--- config.mk ---
export PLATFORM = sky130hd
export DESIGN_NAME = gpio_irq_port
export DESIGN_NICKNAME = d
export VERILOG_FILES = /design/src/rtl/gpio_port_pkg.sv /design/src/rtl/gpio_sync.sv /design/src/rtl/gpio_regs.sv /design/src/rtl/gpio_pin_irq.sv /design/src/rtl/gpio_irq_port.sv
export SDC_FILE = /design/constraint.sdc
export NUM_CORES = 1
export LEC_CHECK = 0
export BUFFER_PORTS_ARGS = -buffer_cell sky130_fd_sc_hd__buf_2
export CORE_MARGIN = 3
export CORE_UTILIZATION = 46
export DETAILED_ROUTE_END_ITERATION = 12
export HOLD_SLACK_MARGIN = 0.03
export MAX_ROUTING_LAYER = met4
export PLACE_DENSITY = 0.67
export SYNTH_ARGS = -nofsm -noshare
export SYNTH_HDL_FRONTEND = slang
export SYNTH_HIERARCHICAL = 1
export SYNTH_SLANG_ARGS = --single-unit
--- constraint.sdc ---
create_clock -name clk -period 1.4 [get_ports clk]
set_input_delay 0.14 -clock clk [delete_from_list [all_inputs] [get_ports clk]]
set_output_delay 0.14 -clock clk [all_outputs]
set_load 0.05 [all_outputs]
--- src/rtl/gpio_port_pkg.sv ---
package gpio_port_pkg;

    typedef enum logic [1:0] {
        PM_OUTPUT = 2'b00,
        PM_INPUT  = 2'b01,
        PM_LEVEL  = 2'b10,
        PM_EDGE   = 2'b11
    } pin_mode_e;

    typedef enum logic [1:0] {
        LQ_IDLE   = 2'd0,
        LQ_ARMED  = 2'd1,
        LQ_ACTIVE = 2'd2
    } lvl_state_e;

    localparam logic [1:0] REG_DATA   = 2'd0;
    localparam logic [1:0] REG_MODE_L = 2'd1;
    localparam logic [1:0] REG_MODE_H = 2'd2;
    localparam logic [1:0] REG_FLAGS  = 2'd3;

endpackage

--- src/rtl/gpio_sync.sv ---
module gpio_sync #(
    parameter int WIDTH  = 8,
    parameter int STAGES = 2
) (
    input  logic             clk,
    input  logic             rst_n,
    input  logic [WIDTH-1:0] d_async,
    output logic [WIDTH-1:0] q_sync
);
    logic [WIDTH-1:0] chain [STAGES];

    always_ff @(posedge clk or negedge rst_n) begin
        if (!rst_n) begin
            for (int s = 0; s < STAGES; s++) chain[s] <= '0;
        end else begin
            chain[0] <= d_async;
            for (int s = 1; s < STAGES; s++) chain[s] <= chain[s-1];
        end
    end

    assign q_sync = chain[STAGES-1];
endmodule

--- src/rtl/gpio_regs.sv ---
module gpio_regs
    import gpio_port_pkg::*;
#(
    parameter int NPINS = 8
) (
    input  logic             clk,
    input  logic             rst_n,
    input  logic [1:0]       bus_addr,
    input  logic             bus_wr,
    input  logic [NPINS-1:0] bus_wdata,
    input  logic [NPINS-1:0] pin_sync,
    input  logic [NPINS-1:0] edge_flag,
    output logic [NPINS-1:0] data_q,
    output logic [NPINS-1:0] mode_lo,
    output logic [NPINS-1:0] mode_hi,
    output logic [NPINS-1:0] flag_clr,
    output logic [NPINS-1:0] bus_rdata
);
    logic [NPINS-1:0] is_out;

    always_ff @(posedge clk or negedge rst_n) begin
        if (!rst_n) begin
            data_q  <= '0;
            mode_lo <= '1;
            mode_hi <= '0;
        end else if (bus_wr) begin
            unique case (bus_addr)
                REG_DATA:   data_q  <= bus_wdata;
                REG_MODE_L: mode_lo <= bus_wdata;
                REG_MODE_H: mode_hi <= bus_wdata;
                default:    ;
            endcase
        end
    end

    assign flag_clr = (bus_wr && bus_addr == REG_FLAGS) ? bus_wdata : '0;
    assign is_out   = ~mode_hi & ~mode_lo;

    always_comb begin
        unique case (bus_addr)
            REG_DATA:   bus_rdata = (data_q & is_out) | (pin_sync & ~is_out);
            REG_MODE_L: bus_rdata = mode_lo;
            REG_MODE_H: bus_rdata = mode_hi;
            default:    bus_rdata = edge_flag;
        endcase
    end
endmodule

--- src/rtl/gpio_pin_irq.sv ---
module gpio_pin_irq
    import gpio_port_pkg::*;
(
    input  logic      clk,
    input  logic      rst_n,
    input  pin_mode_e mode,
    input  logic      polarity,
    input  logic      smp,
    input  logic      clr,
    output logic      flag,
    output logic      irq_req
);
    lvl_state_e state_q, state_d;
    logic       match;
    logic       prev_q;
    logic       hit;

    assign match = (smp == polarity);

    // State register
    always_ff @(posedge clk or negedge rst_n) begin
        if (!rst_n) state_q <= LQ_IDLE;
        else        state_q <= state_d;
    end

    // Transitions: arm, confirm, hold, abort, release, disable
    always_comb begin
        state_d = LQ_IDLE;
        if (mode == PM_LEVEL) begin
            unique case (state_q)
                LQ_IDLE:   state_d = match ? LQ_ARMED  : LQ_IDLE;
                LQ_ARMED:  state_d = match ? LQ_ACTIVE : LQ_IDLE;
                LQ_ACTIVE: state_d = match ? LQ_ACTIVE : LQ_IDLE;
                default:   state_d = LQ_IDLE;
            endcase
        end
    end

    // Edge detection and sticky flag
    assign hit = (mode == PM_EDGE) &&
                 (polarity ? (smp && !prev_q) : (!smp && prev_q));

    always_ff @(posedge clk or negedge rst_n) begin
        if (!rst_n) begin
            prev_q <= 1'b0;
            flag   <= 1'b0;
        end else begin
            prev_q <= smp;
            flag   <= hit || (flag && !clr);
        end
    end

    // Outputs
    always_comb begin
        unique case (mode)
            PM_LEVEL: irq_req = (state_q == LQ_ACTIVE);
            PM_EDGE:  irq_req = flag;
            default:  irq_req = 1'b0;
        endcase
    end
endmodule

--- src/rtl/gpio_irq_port.sv ---
module gpio_irq_port
    import gpio_port_pkg::*;
#(
    parameter int NPINS = 8
) (
    input  logic             clk,
    input  logic             rst_n,
    input  logic [1:0]       bus_addr,
    input  logic             bus_wr,
    input  logic [NPINS-1:0] bus_wdata,
    output logic [NPINS-1:0] bus_rdata,
    input  logic [NPINS-1:0] pin_in,
    output logic [NPINS-1:0] pin_out,
    output logic [NPINS-1:0] pin_oe,
    output logic [NPINS-1:0] pin_irq,
    output logic             irq
);
    logic [NPINS-1:0] pin_sync;
    logic [NPINS-1:0] data_q;
    logic [NPINS-1:0] mode_lo;
    logic [NPINS-1:0] mode_hi;
    logic [NPINS-1:0] flag_clr;
    logic [NPINS-1:0] edge_flag;

    gpio_sync #(.WIDTH(NPINS), .STAGES(2)) u_sync (
        .clk     (clk),
        .rst_n   (rst_n),
        .d_async (pin_in),
        .q_sync  (pin_sync)
    );

    gpio_regs #(.NPINS(NPINS)) u_regs (
        .clk       (clk),
        .rst_n     (rst_n),
        .bus_addr  (bus_addr),
        .bus_wr    (bus_wr),
        .bus_wdata (bus_wdata),
        .pin_sync  (pin_sync),
        .edge_flag (edge_flag),
        .data_q    (data_q),
        .mode_lo   (mode_lo),
        .mode_hi   (mode_hi),
        .flag_clr  (flag_clr),
        .bus_rdata (bus_rdata)
    );

    for (genvar i = 0; i < NPINS; i++) begin : g_pin
        gpio_pin_irq u_pin (
            .clk      (clk),
            .rst_n    (rst_n),
            .mode     (pin_mode_e'({mode_hi[i], mode_lo[i]})),
            .polarity (data_q[i]),
            .smp      (pin_sync[i]),
            .clr      (flag_clr[i]),
            .flag     (edge_flag[i]),
            .irq_req  (pin_irq[i])
        );
    end

    assign pin_oe  = ~mode_hi & ~mode_lo;
    assign pin_out = data_q;
    assign irq     = |pin_irq;
endmodule

======== Word level (Yosys, flattened, before mapping) ========
Cells that the tools add are included.
Widths: inputs -> output; s select.
word-level totals
  flip-flop bits (word level) ............. 72
  input port bits ......................... 21
  output and inout port bits .............. 33
  logic and storage cells ................. 215
operators by class
  eq/ne operators ......................... 43
  multiplexer cells ....................... 50
  bitwise logic cells ..................... 7
  reductions and logical operators ........ 86
operators by type and width
  operator            count
  $eq 2x2->1 const B  26
  $logic_and 1x1->1   33
  $mux 2              16
  $pmux 2 s2          8
  $and 8x8->8         3
  $logic_not 1->1     24
  $not 8->8           3
  $pmux 8 s3          1
  $eq 2x1->1 const B  9
  $logic_not 2->1     9
  $mux 1              16
  $pmux 1 s2          8
  $reduce_or 2->1     8
  $eq 1x1->1          8
  $logic_or 1x1->1    8
  $mux 8              1
  $or 8x8->8          1
  $reduce_or 8->1     1
  $reduce_and 2->1    3

======== Logic depth before layout (Yosys ltp) ========
  depth after elaboration ................. 6
  gate-level depth with buffers ........... 6
  depth with buffers taken out ............ 6

======== Cells and area by module ========
The synthesis kept the hierarchy.
by module, submodules not included
  module         times used  cells an instance  area each (sq um)
  gpio_pin_irq   8           20                 226.5
  gpio_regs      1           115                1331.3
  gpio_sync      1           24                 460.4
  gpio_irq_port  1           11                 46.3

======== Worst setup path before layout ========
Ideal clock, no wire load.
  path kind ............................... reg2out
  start point ............................. register u_regs.data_q[3]
  end point ............................... output port bus_rdata[3]
  data arrival time ....................... 2.046 ns
  required time ........................... 1.260 ns
  path slack .............................. -0.786 ns
  cell stages (with the launch flop) ...... 3
  buffers on the path ..................... 0
  cell sequence ........................... dfrtp_1 > or4b_1 > a32oi_1
between the ends
  word-level cells in the longest chain between the ends .. 3
RTL lines
  what                    RTL line             source
  from (decl)             gpio_regs.sv:13      output logic [NPINS-1:0] data_q,
  from (signal assigned)  gpio_regs.sv:28      REG_DATA: data_q <= bus_wdata;
  $and 8x8->8             gpio_regs.sv:41      REG_DATA: bus_rdata = (data_q & is_out) | (pin_sync & ~is_out);
  $or 8x8->8              gpio_regs.sv:41
  $pmux 8 s3              gpio_regs.sv:40      unique case (bus_addr)
  to (decl)               gpio_irq_port.sv:11  output logic [NPINS-1:0] bus_rdata,
Every way passes these cells.

======== Worst setup path after layout ========
  start point ............................. register u_regs.mode_lo[7]
  end point ............................... output port irq
between the ends
  word-level cells in the longest chain between the ends .. 3
RTL lines
  what                    RTL line             source
  from (decl)             gpio_regs.sv:14      output logic [NPINS-1:0] mode_lo,
  from (signal assigned)  gpio_regs.sv:29      REG_MODE_L: mode_lo <= bus_wdata;
  $eq 2x2->1              gpio_pin_irq.sv:55   unique case (mode)
  $pmux 1 s2 *            gpio_pin_irq.sv:55
  $reduce_or 8->1 *       gpio_irq_port.sv:62  assign irq = |pin_irq;
  to (decl)               gpio_irq_port.sv:16  output logic irq
Mark *: on every way between the ends. The rest lies on a longest branch, timed or not.

==> results summary <==
The hold-critical path depth came out at 2. The launching instance or port of the critical path is u_regs/mode_lo[7]$_DFFE_PN1P_. The number of clock sinks seen by CTS came out at 72. Global routing used 20.44% of the available tracks. After the first detailed-routing iteration, the DRC count stood at 94. The number of top-level pins is 54. TritonCTS built the clock tree. The number of rows created at floorplan came out at 31. The TritonCTS buffer count came out at 9. The post-synth net total is 355. The clock transition at the register clock pins on the worst setup and hold paths after CTS is 0.08 ns. The worst hold path belongs to the class input port to flip-flop. Measured against its own limit, the worst slew margin works out to between 70 and 80%.

The final reports fail on negative setup slack. Across the VDD grid, the largest voltage drop is 0.9909 mV. The area share of the leading cell type in the synthesized netlist came out at a little over two fifths. The area growth from synthesis to layout is 55.16%. The floorplan die area is 0.009039 mm².

The count of nets left with antenna violations after detail routing is 0. The count of buffers added on input and output ports is between 50 and 60. The post-detailed-route via-to-cell ratio is 5.097. Once layout is complete, the utilization of the core stands at 75.65%. The largest individual stage delay along the critical path comes from the cell sky130_fd_sc_hd__dfstp_2. The setup slack of the worst register-to-register path is 0.13 ns. The hold violation total from the final report was 0. The category of the worst setup path capture point is a primary output. For the pin with the worst max-slew slack, the measured transition is 0.3694 ns.

The total area inside the core boundary comes to about 0.0075 mm². The number of detailed-route iterations in the first pass came out at 4. For the worst-skew pair, the clock arrives at the later sink with an insertion delay of 0.34 ns. The total buffers and inverters traversed by the critical path came out at 1. The portion of the clock cycle consumed by the worst path in the final layout came out at 139.3%. The total placed cells including tap cells came out at 527. The count of H-tree levels built during CTS is 3. The via count of the first global-routing pass was around 2900. The worst clock skew came out at 0.008243 ns.

The average wire per standard cell is 15.52 µm. In this run the power density over the cells is 1438 mW/mm². The post-layout net count came out at 506. The category of the worst setup path launch point is a flip-flop. After synthesis the cells add up to 0.003650 mm². The flow ran to the end, but the final reports show violations. The DRC violations left came out at 0.

In the synthesized netlist, the number of instances is 310. The max-cap violation count is 0. The global-route wire length before repair came out at 13700 µm.

The total via count after detailed routing came out at 2880. The die is about 95 µm tall. The sum of net half-perimeters after detailed placement came out at just under 6000 µm. The fmax is 0.5128 GHz. The arrival time at the worst endpoint is between 1.5 and 2 ns. The remaining global-route overflow came out at 0. The launch point of the worst hold path is bus_wdata[4]. The initial antenna violation count is 0. Clock tree synthesis selected as its root buffer the cell sky130_fd_sc_hd__clkbuf_8. The wire length after detailed routing came out at 8768 µm. Summed over all instances, the cell type with the most area after synthesis is sky130_fd_sc_hd__dfrtp_1. The synthesized design contains 72 register bits. For the worst setup path, the data required time is 1.26 ns. Broken down by cell family, the worst path's largest delay share belongs to flip-flops. The layout cell share with drive strength beyond 1 is 56.65%.

The die width came out at between 90 and 100 µm. The number of pins exceeding their max-slew limit in the final report came out at 0. The clock passes through at most 2 buffers.

The post-route minimum period is 1.950 ns. The total of warnings raised by yosys came out at 6. By area the synthesized netlist is led by sky130_fd_sc_hd__dfrtp_1, sky130_fd_sc_hd__ha_1, sky130_fd_sc_hd__mux2_2, sky130_fd_sc_hd__dfstp_2, sky130_fd_sc_hd__and4b_1. The initial cell density of the core came out at 48.75%.

The reg-to-reg critical path startpoint is g_pin[1].u_pin/state_q[0]$_DFF_PN0_. The mean area per synthesized cell came out at 11.77 µm². The number of antenna diodes in the final layout is 0. The maximum net fanout on the critical path is 2. For this run, the slowest stage of the critical path takes between 0.5 and 0.6 ns. The final cell count without fillers came out at approximately 570. The final number of setup-violating endpoints came out at 21. Routability-driven placement finished with a final weighted congestion of 0.8210. The depth of the worst register-to-register path came out at 5. Setup repair after global routing could not meet its margin everywhere. After synthesis, flip-flops and latches occupy 49.64% of the total area. The distinct cell type count of the synthesized netlist is 30. The critical path goes through mux2i_4 -> nor2b_4 -> nor4_4 -> nand2_2 -> buf_6. The largest net degree at the start of global routing is 47. The setup TNS after final layout came out at -6.194 ns. Across all setup checks in the final design, the least slack found is -0.5502 ns. The critical path is of the flip-flop to primary output type. For hold timing, the worst endpoint is u_regs/mode_hi[4]$_DFFE_PN0P_.

The static leakage power came out at about 2.6 nW. The worst register-to-register path ends at g_pin[1].u_pin/state_q[1]$_DFF_PN0_.
[layout make-up]
| type | count | area (µm²) |
|---|---|---|
| Tap cell | 99 | 123.9 |
| Clock inverter | 6 | 93.84 |
| Fill cell | 502 | 1823 |
| Clock buffer | 10 | 127.6 |
| Multi-Input combinational cell | 200 | 2079 |
| Inverter | 25 | 93.84 |
| Sequential cell | 72 | 1822 |
| Timing Repair Buffer | 153 | 1323 |
[how the worst max path moves through the flow]
| stage | slack (ns) | depth (start not counted) | endpoint |
|---|---|---|---|
| finish | -0.55 | 5 | irq |
| global route | -0.63 | 5 | irq |
| CTS | -0.56 | 5 | irq |
| detailed placement | -0.26 | 7 | irq |
| global placement | -0.25 | 5 | irq |
| floorplan | -0.25 | 2 | bus_rdata[0] |
[routing by layer]
layer	vias up	GRT usage (%)	share of wire (%)
met5	-	-	0
met4	0	5.409	1.0
met3	9	4.499	4.3
met2	72	34.87	53
met1	1402	24.51	42
li1	1397	-	-
[worst reg2reg max path, cell delays in order, from the launching register on]
cell and delay [ns]:
sky130_fd_sc_hd__dfrtp_1 0.36, sky130_fd_sc_hd__inv_1 0.08, sky130_fd_sc_hd__buf_4 0.14, sky130_fd_sc_hd__ha_1 0.27
sky130_fd_sc_hd__nor2b_1 0.14, sky130_fd_sc_hd__and4b_1 0.18
[registers in the layout, summed over array words and instances (netlist names)]
name / cells
g_pin.u_pin/state_q: 16
u_regs/data_q: 8
g_pin.u_pin/prev_q: 8
g_pin.u_pin/flag: 8
u_regs/mode_hi: 8
u_regs/mode_lo: 8
u_sync/chain: 8
u_sync/q_sync: 8
[metrics by stage]
stage | power (mW) | cell area [µm²] | setup WS [ns] | hold WS [ns]
floorplan | 4.604 | 3916 | -0.2478 | -0.1556
global placement | 5.604 | 4837 | -0.2522 | 0.1372
detailed placement | 5.662 | 4837 | -0.2627 | 0.1412
CTS | 7.950 | 5459 | -0.5578 | 0.05708
global route | 8.548 | 5663 | -0.6287 | 0.06652
finish | 8.142 | 5663 | -0.5502 | 0.07767
[cells by family after synthesis]
| group | Yosys count | share of synthesized area, % |
|---|---|---|
| AOI/OAI and AO/OA | 47 | 8.708 |
| xor gates and xnor gates | 8 | 1.920 |
| adders and majority gates | 24 | 8.228 |
| buffers and inverters | 38 | 5.039 |
| DFF | 72 | 49.64 |
| muxes | 33 | 9.908 |
| and+or+nand+nor | 88 | 16.56 |
[cells in the final DEF, fill, tap and decap left out, types with 4 or more instances in the layout]
master                          count
sky130_fd_sc_hd__a21oi_1           14
sky130_fd_sc_hd__a32o_1             8
sky130_fd_sc_hd__a32oi_4            7
sky130_fd_sc_hd__and2_1             8
sky130_fd_sc_hd__and4b_1           16
sky130_fd_sc_hd__buf_2             28
sky130_fd_sc_hd__buf_4             72
sky130_fd_sc_hd__buf_6             31
sky130_fd_sc_hd__buf_8              9
sky130_fd_sc_hd__clkbuf_8           9
sky130_fd_sc_hd__dfrtp_1           56
sky130_fd_sc_hd__dfrtp_2            8
sky130_fd_sc_hd__dfstp_2            8
sky130_fd_sc_hd__dlygate4sd3_1      9
sky130_fd_sc_hd__ha_1              17
sky130_fd_sc_hd__ha_2               5
sky130_fd_sc_hd__inv_1             21
sky130_fd_sc_hd__inv_2              4
sky130_fd_sc_hd__mux2_2            25
sky130_fd_sc_hd__mux2i_2            5
sky130_fd_sc_hd__nand2_1            9
sky130_fd_sc_hd__nand2b_1           8
sky130_fd_sc_hd__nor2_2             5
sky130_fd_sc_hd__nor2b_1           10
sky130_fd_sc_hd__nor2b_4           11
sky130_fd_sc_hd__o22ai_1            8
sky130_fd_sc_hd__or4b_4             7
sky130_fd_sc_hd__xnor2_1            8
[power breakdown]
group / total [mW] / internal (mW) / switching, mW
clock: 1.81 / 1.02 / 0.797
sequential: 2.71 / 2.44 / 0.270
combinational: 3.62 / 1.78 / 1.84
total: 8.14 / 5.23 / 2.91
[repair_timing]
action,CTS,global route
buffers inserted,13,13
hold buffers,9,0
endpoints found under the hold margin,74,0
setup endpoints to repair,24,25
pin swaps,9,7
resized for setup,80,47
[Yosys cell counts (all sizes together)]
cell    instances
dfrtp          64
ha             24
nor2           10
nand2          10
or4b            7
a32oi           7
and4b          16
mux2           25
nor4            2
buf            12
a32o            8
a21oi          14
nand2b          8
nand3b          2
nor2b          23
clkbuf          1
and3            1
inv            25
o221ai          1
xnor2           8
mux2i           8
and2            8
o22ai           8
or2             1
o21ai           8
a22oi           1
dfstp           8
Power figures use the tool's default switching activity.
